### src/rtl/vsync_gen.sv
module vsync_gen #(
  parameter int SW = 6,
  parameter int WW = 3,
  parameter int LW = 6,
  localparam int CW = (SW > LW ? SW : LW) + 2
) (
  input  logic          clk,
  input  logic          rst_n,
  input  logic          line_stb,
  input  logic          vnd_start,
  input  logic [1:0]    panel_mode,
  input  logic [SW-1:0] start_dly,
  input  logic [WW-1:0] pulse_wid,
  input  logic [LW-1:0] vnd_len,
  input  logic          crt_pol,
  input  logic          frm_pol,
  output logic          vsync_o,
  output logic          frame_o,
  output logic          cfg_err
);
  localparam logic [CW-1:0] SAT = '1;

  logic [CW-1:0] idx;
  logic          run;
  logic [1:0]    mode_q;
  logic [SW-1:0] st_q;
  logic [WW-1:0] wd_q;
  logic [LW-1:0] ln_q;
  logic          cp_q, fp_q;

  always_ff @(posedge clk or negedge rst_n)
    if (!rst_n) begin
      idx <= '0; run <= 1'b0; mode_q <= 2'b00;
      st_q <= '0; wd_q <= '0; ln_q <= '0;
      cp_q <= 1'b0; fp_q <= 1'b0;
    end else if (vnd_start) begin
      idx <= '0; run <= 1'b1; mode_q <= panel_mode;
      st_q <= start_dly; wd_q <= pulse_wid; ln_q <= vnd_len;
      cp_q <= crt_pol; fp_q <= frm_pol;
    end else if (line_stb && idx != SAT) begin
      idx <= idx + 1'b1;
    end

  wire          passive = mode_q[1];
  wire          tft     = !mode_q[1] && mode_q[0];
  wire          crt     = mode_q == 2'b00;
  wire [CW-1:0] first   = CW'(st_q) + 1'b1;
  wire [CW-1:0] last    = CW'(st_q) + CW'(wd_q) + 1'b1;
  wire          in_vnd  = idx <= CW'(ln_q);
  wire          act_pr  = run && in_vnd && idx >= first && idx <= last;
  wire          act_pv  = run && idx == '0;
  wire          act     = passive ? act_pv : act_pr;

  assign vsync_o = (crt && act) ? cp_q : ~cp_q;
  assign frame_o = passive ? (act ? ~fp_q : fp_q)
                           : ((tft && act) ? fp_q : ~fp_q);
  assign cfg_err = run && !passive && (CW'(ln_q) + 1'b1 < last + 1'b1);


  pulse_cut_chk: assert property (@(posedge clk) disable iff (!rst_n)
    act |-> idx <= CW'(ln_q));

  idle_level_chk: assert property (@(posedge clk) disable iff (!rst_n)
    !run |-> (vsync_o && frame_o && !cfg_err));

  passive_line_chk: assert property (@(posedge clk) disable iff (!rst_n)
    (passive && act) |-> idx == '0);

  cfg_hold_chk: assert property (@(posedge clk) disable iff (!rst_n)
    !vnd_start |=> ($stable(st_q) && $stable(wd_q) && $stable(ln_q) && $stable(mode_q)));

  pulse_hold_chk: assert property (@(posedge clk) disable iff (!rst_n)
    (act && !vnd_start && !line_stb) |=> act);
endmodule

### config.mk
export PLATFORM = sky130hd
export DESIGN_NAME = vsync_gen
export DESIGN_NICKNAME = d
export VERILOG_FILES = /design/src/rtl/vsync_gen.sv
export SDC_FILE = /design/constraint.sdc
export NUM_CORES = 1
export LEC_CHECK = 0
export CORE_ASPECT_RATIO = 2
export CORE_MARGIN = 5
export CORE_UTILIZATION = 25
export CTS_BUF_LIST = sky130_fd_sc_hd__clkbuf_4
export DETAILED_ROUTE_END_ITERATION = 10
export SLEW_MARGIN = 20
export SYNTH_ARGS = -nofsm -noshare
export SYNTH_HDL_FRONTEND = slang
export SYNTH_SLANG_ARGS = --single-unit
export TNS_END_PERCENT = 50
### constraint.sdc
create_clock -name clk -period 3.1 [get_ports clk]
set_input_delay 0.62 -clock clk [delete_from_list [all_inputs] [get_ports clk]]
set_output_delay 0.62 -clock clk [all_outputs]
set_load 0.01 [all_outputs]
==> impl_metrics.py <==
metrics = {
    "outcome": {
        "outcome": "complete, but fails checks",
        "violations": "setup timing",
    },
    "power_and_ir_drop": {
        "leakage_nw": 1.308,
        "p_clk_frac": 0.222,
        "ir_drop_mv": 0.1275,
        "p_int_uw": 784.0,
        "powerDensity_nw_per_um2": 414.4,
        "switching_share": 0.3359,
        "p_seq_frac": 0.353,
        "switchingPower_uw": 396.6,
        "p_comb_frac": 0.425,
        "fin_total_pwr_mw": 1.181,
    },
    "route": {
        "dr_wl_met3_um": 119,
        "routed.top_layer": "met4",
        "via_per_inst": 4.840,
        "drtIter0Drc": 55,
        "drc_errors": 0,
        "wl_met2_mm": 3.197,
        "firstDrtPassIters": 4,
        "antenna_left": 0,
        "post_drt_wl_per_cell_um": 14.59,
        "drt-total-wl_mm": 5.557,
        "via_count": 1844,
        "met1Wirelength_mm": 2.061,
    },
    "finish": {
        "multi_input_area_um2": 1463,
        "fill_cells": 931,
        "regArea_um2": 700.7,
        "area_growth_pct": 29.45,
        "layout-drive-gt1-share": 0.2250,
        "nets": 339,
        "finish.utilization": 0.3294,
        "final_cells": 381,
    },
    "synth": {
        "ys_async_sr_fraction": 1.000,
        "synth.yosys.seq_area_share": 0.3184,
        "synth_warnings": 0,
        "yosys_most_used_dff": "dfrtp_1",
        "synthTopCellsByCount": "ha_1 (34), dfrtp_1 (28), nand2_1 (17)",
        "synth.net_count": 286,
        "post-synth-top-count-cell": "ha_1",
        "synth_area_leader_cell": "dfrtp_1",
        "synth_edf_count": 0,
        "ys_types": 44,
        "netlist_area_um2": 2201,
        "ys_ff_latch": 28,
        "netlist.area_leader.share": 0.3184,
        "avgSynthCellArea_um2": 9.653,
        "synth_cells": 228,
        "synthTopCellsByArea": "dfrtp_1 (32%), ha_1 (19%), mux2_2 (6.1%), xor2_1 (4.4%), xnor2_1 (4.0%)",
    },
    "global_routing": {
        "overflow": 0,
        "grt_max_degree": 36,
        "grtUsageTotal": 0.1058,
        "antenna_found_initial": 1,
        "grt_pass1_wl_mm": 9.308,
        "grt_pass1_vias": 1968,
    },
    "clock_network": {
        "cts_max_level": 1,
        "clk_pin_slew_ns": 0.17,
        "clk_latency_ns": 0.36,
        "cts.sinks": 28,
        "clockBufferDepth": 2,
        "cts_hold_buffers": 0,
        "cts-root-buf": "clkbuf_4",
        "cts_made_buffers": 3,
        "cts_tree": "built",
    },
    "sta": {
        "relSlewSlack": 0.7385,
        "finalSetupViolCount": 3,
        "layout_setup_ws_ns": -0.6592,
        "slew_violations": 0,
        "max_freq_mhz": 266.0,
        "rsz0062_at_grt": "true",
        "tightest_slew_ns": 0.3923,
        "finClkSkew_ns": 0.001235,
        "fin_crit_sh": 1.213,
        "min_period_ns": 3.759,
        "hold_viol": 0,
        "timing.hold.ws_ns": 0.5379,
    },
    "worst_setup_path": {
        "r2r-start": "idx[3]",
        "cp_max_fo": 3,
        "critPathArrivalTime_ns": 3.14,
        "crit_type": "register to output port",
        "r2r_slack_ns": 1.43,
        "r2r-end": "idx[5]",
        "critPathLaunchType": "register",
        "worst_ep_required_time_ns": 2.48,
        "crit_path_end_kind": "output port",
        "reg2reg_depth": 7,
    },
    "worst_hold_path": {
        "min_to": "wd_q[2]",
        "min_path_type": "register to register",
        "min_from": "wd_q[2]",
        "hold_depth": 1,
    },
    "place": {
        "place_ws_ns": -0.6733,
        "portBuffers": 25,
        "hpwl_mm": 4.403,
        "dp.cells": 375,
        "routabilityCongestion": 0.8109,
    },
    "die": {
        "initial_core_util": 0.2545,
        "die_w_um": 76.35,
        "coreArea_um2": 8648,
        "fp.dieH_um": 142.7,
        "io_pins": 26,
        "rows": 48,
        "dieArea_um2": 10890,
    },
    "run": {
        "cap_viol_max_count": 0,
    },
}
cell families (layout without fill, tap and decap cells):
kind of cell / count (synthesis) / count (layout) / synth area share
mux: 13 / 13 / 0.06595
simple gates: 72 / 72 / 0.1620
xor+xnor: 23 / 23 / 0.09835
other cells: 0 / 1 / 0
compound gates: 36 / 36 / 0.1160
fa+ha+maj: 35 / 35 / 0.2024
flops: 28 / 28 / 0.3184
buf+inv: 21 / 73 / 0.03695
metrics by stage:
step,instance area [um2],TNS (ns)
after floorplan,2211,-0.2722
final,2849,-1.840
after global placement,2768,-1.890
after detailed placement,2768,-1.945
after CTS,2815,-2.079
after global routing,2849,-2.449
critical path: stages (launching register included):
cell and delay, ns:
dfrtp_1 0.44, ha_1 0.28, a21o_1 0.15, a21o_2 0.19
nand3_2 0.09, xor2_2 0.18, ha_1 0.27, a21o_1 0.18
a211oi_2 0.24, a21oi_1 0.12, a22oi_2 0.18, nand3_1 0.12
xor2_1 0.18, buf_2 0.15
sequential cells by signal, summed over array words and instances, names as in the netlist:
signal	cells
wd_q	3
fp_q	1
st_q	6
idx	8
run	1
cp_q	1
ln_q	6
mode_q	2
layout by cell type, fill, tap and decap left out, drive strengths merged, types with 2 or more instances in the layout:
cell type,Yosys,layout
nand4,5,5
and3,2,2
inv,16,16
xor2,12,12
a21oi,11,11
nor2,16,16
clkdlybuf4s50,0,22
nand2,17,17
clkbuf,2,3
o21ai,8,8
ha,34,34
o211ai,2,2
a21o,5,5
nor2b,4,4
xnor2,11,11
nor3,3,3
mux2,12,12
nand3,17,17
buf,3,31
dfrtp,28,28
a211oi,2,2
power by group through the flow:
stage          combinational (mW)  clock [mW]  sequential, mW
2_1_floorplan               0.289           0           0.422
3_3_place_gp                0.480           0           0.424
3_5_place_dp                0.493           0           0.425
4_1_cts                     0.492       0.273           0.418
5_1_grt                     0.565       0.284           0.422
6_report                    0.502       0.262           0.417
worst max path at each step:
stage / from / endpoint / slack [ns] / cells after the start
floorplan: st_q[1] / frame_o / -0.12 / 12
global placement: st_q[0] / cfg_err / -0.67 / 12
detailed placement: st_q[1] / frame_o / -0.67 / 13
CTS: st_q[1] / vsync_o / -0.72 / 13
global route: st_q[0] / vsync_o / -0.86 / 15
finish: st_q[1] / vsync_o / -0.66 / 13
cell type report:
class / instances / area share
multi-input combinational: 179 / 0.5134
antenna: 1 / 0.0008783
inverter: 16 / 0.02108
timing repair buffer: 53 / 0.1563
clock buffer: 3 / 0.007905
tap: 100 / 0.04392
clock inverter: 1 / 0.01054
sequential: 28 / 0.2459
per-layer routing:
metal	vias to the layer above	track usage
met5	-	0
met4	0	0.05991
met3	7	0.006313
met2	30	0.2120
met1	891	0.1041
li1	916	-
repair_timing:
item	in CTS	in global routing
setup endpoints to repair	3	3
setup buffers	1	0
pin swaps	7	3
gates resized for setup	14	4
(Power assumes the default switching activity.)
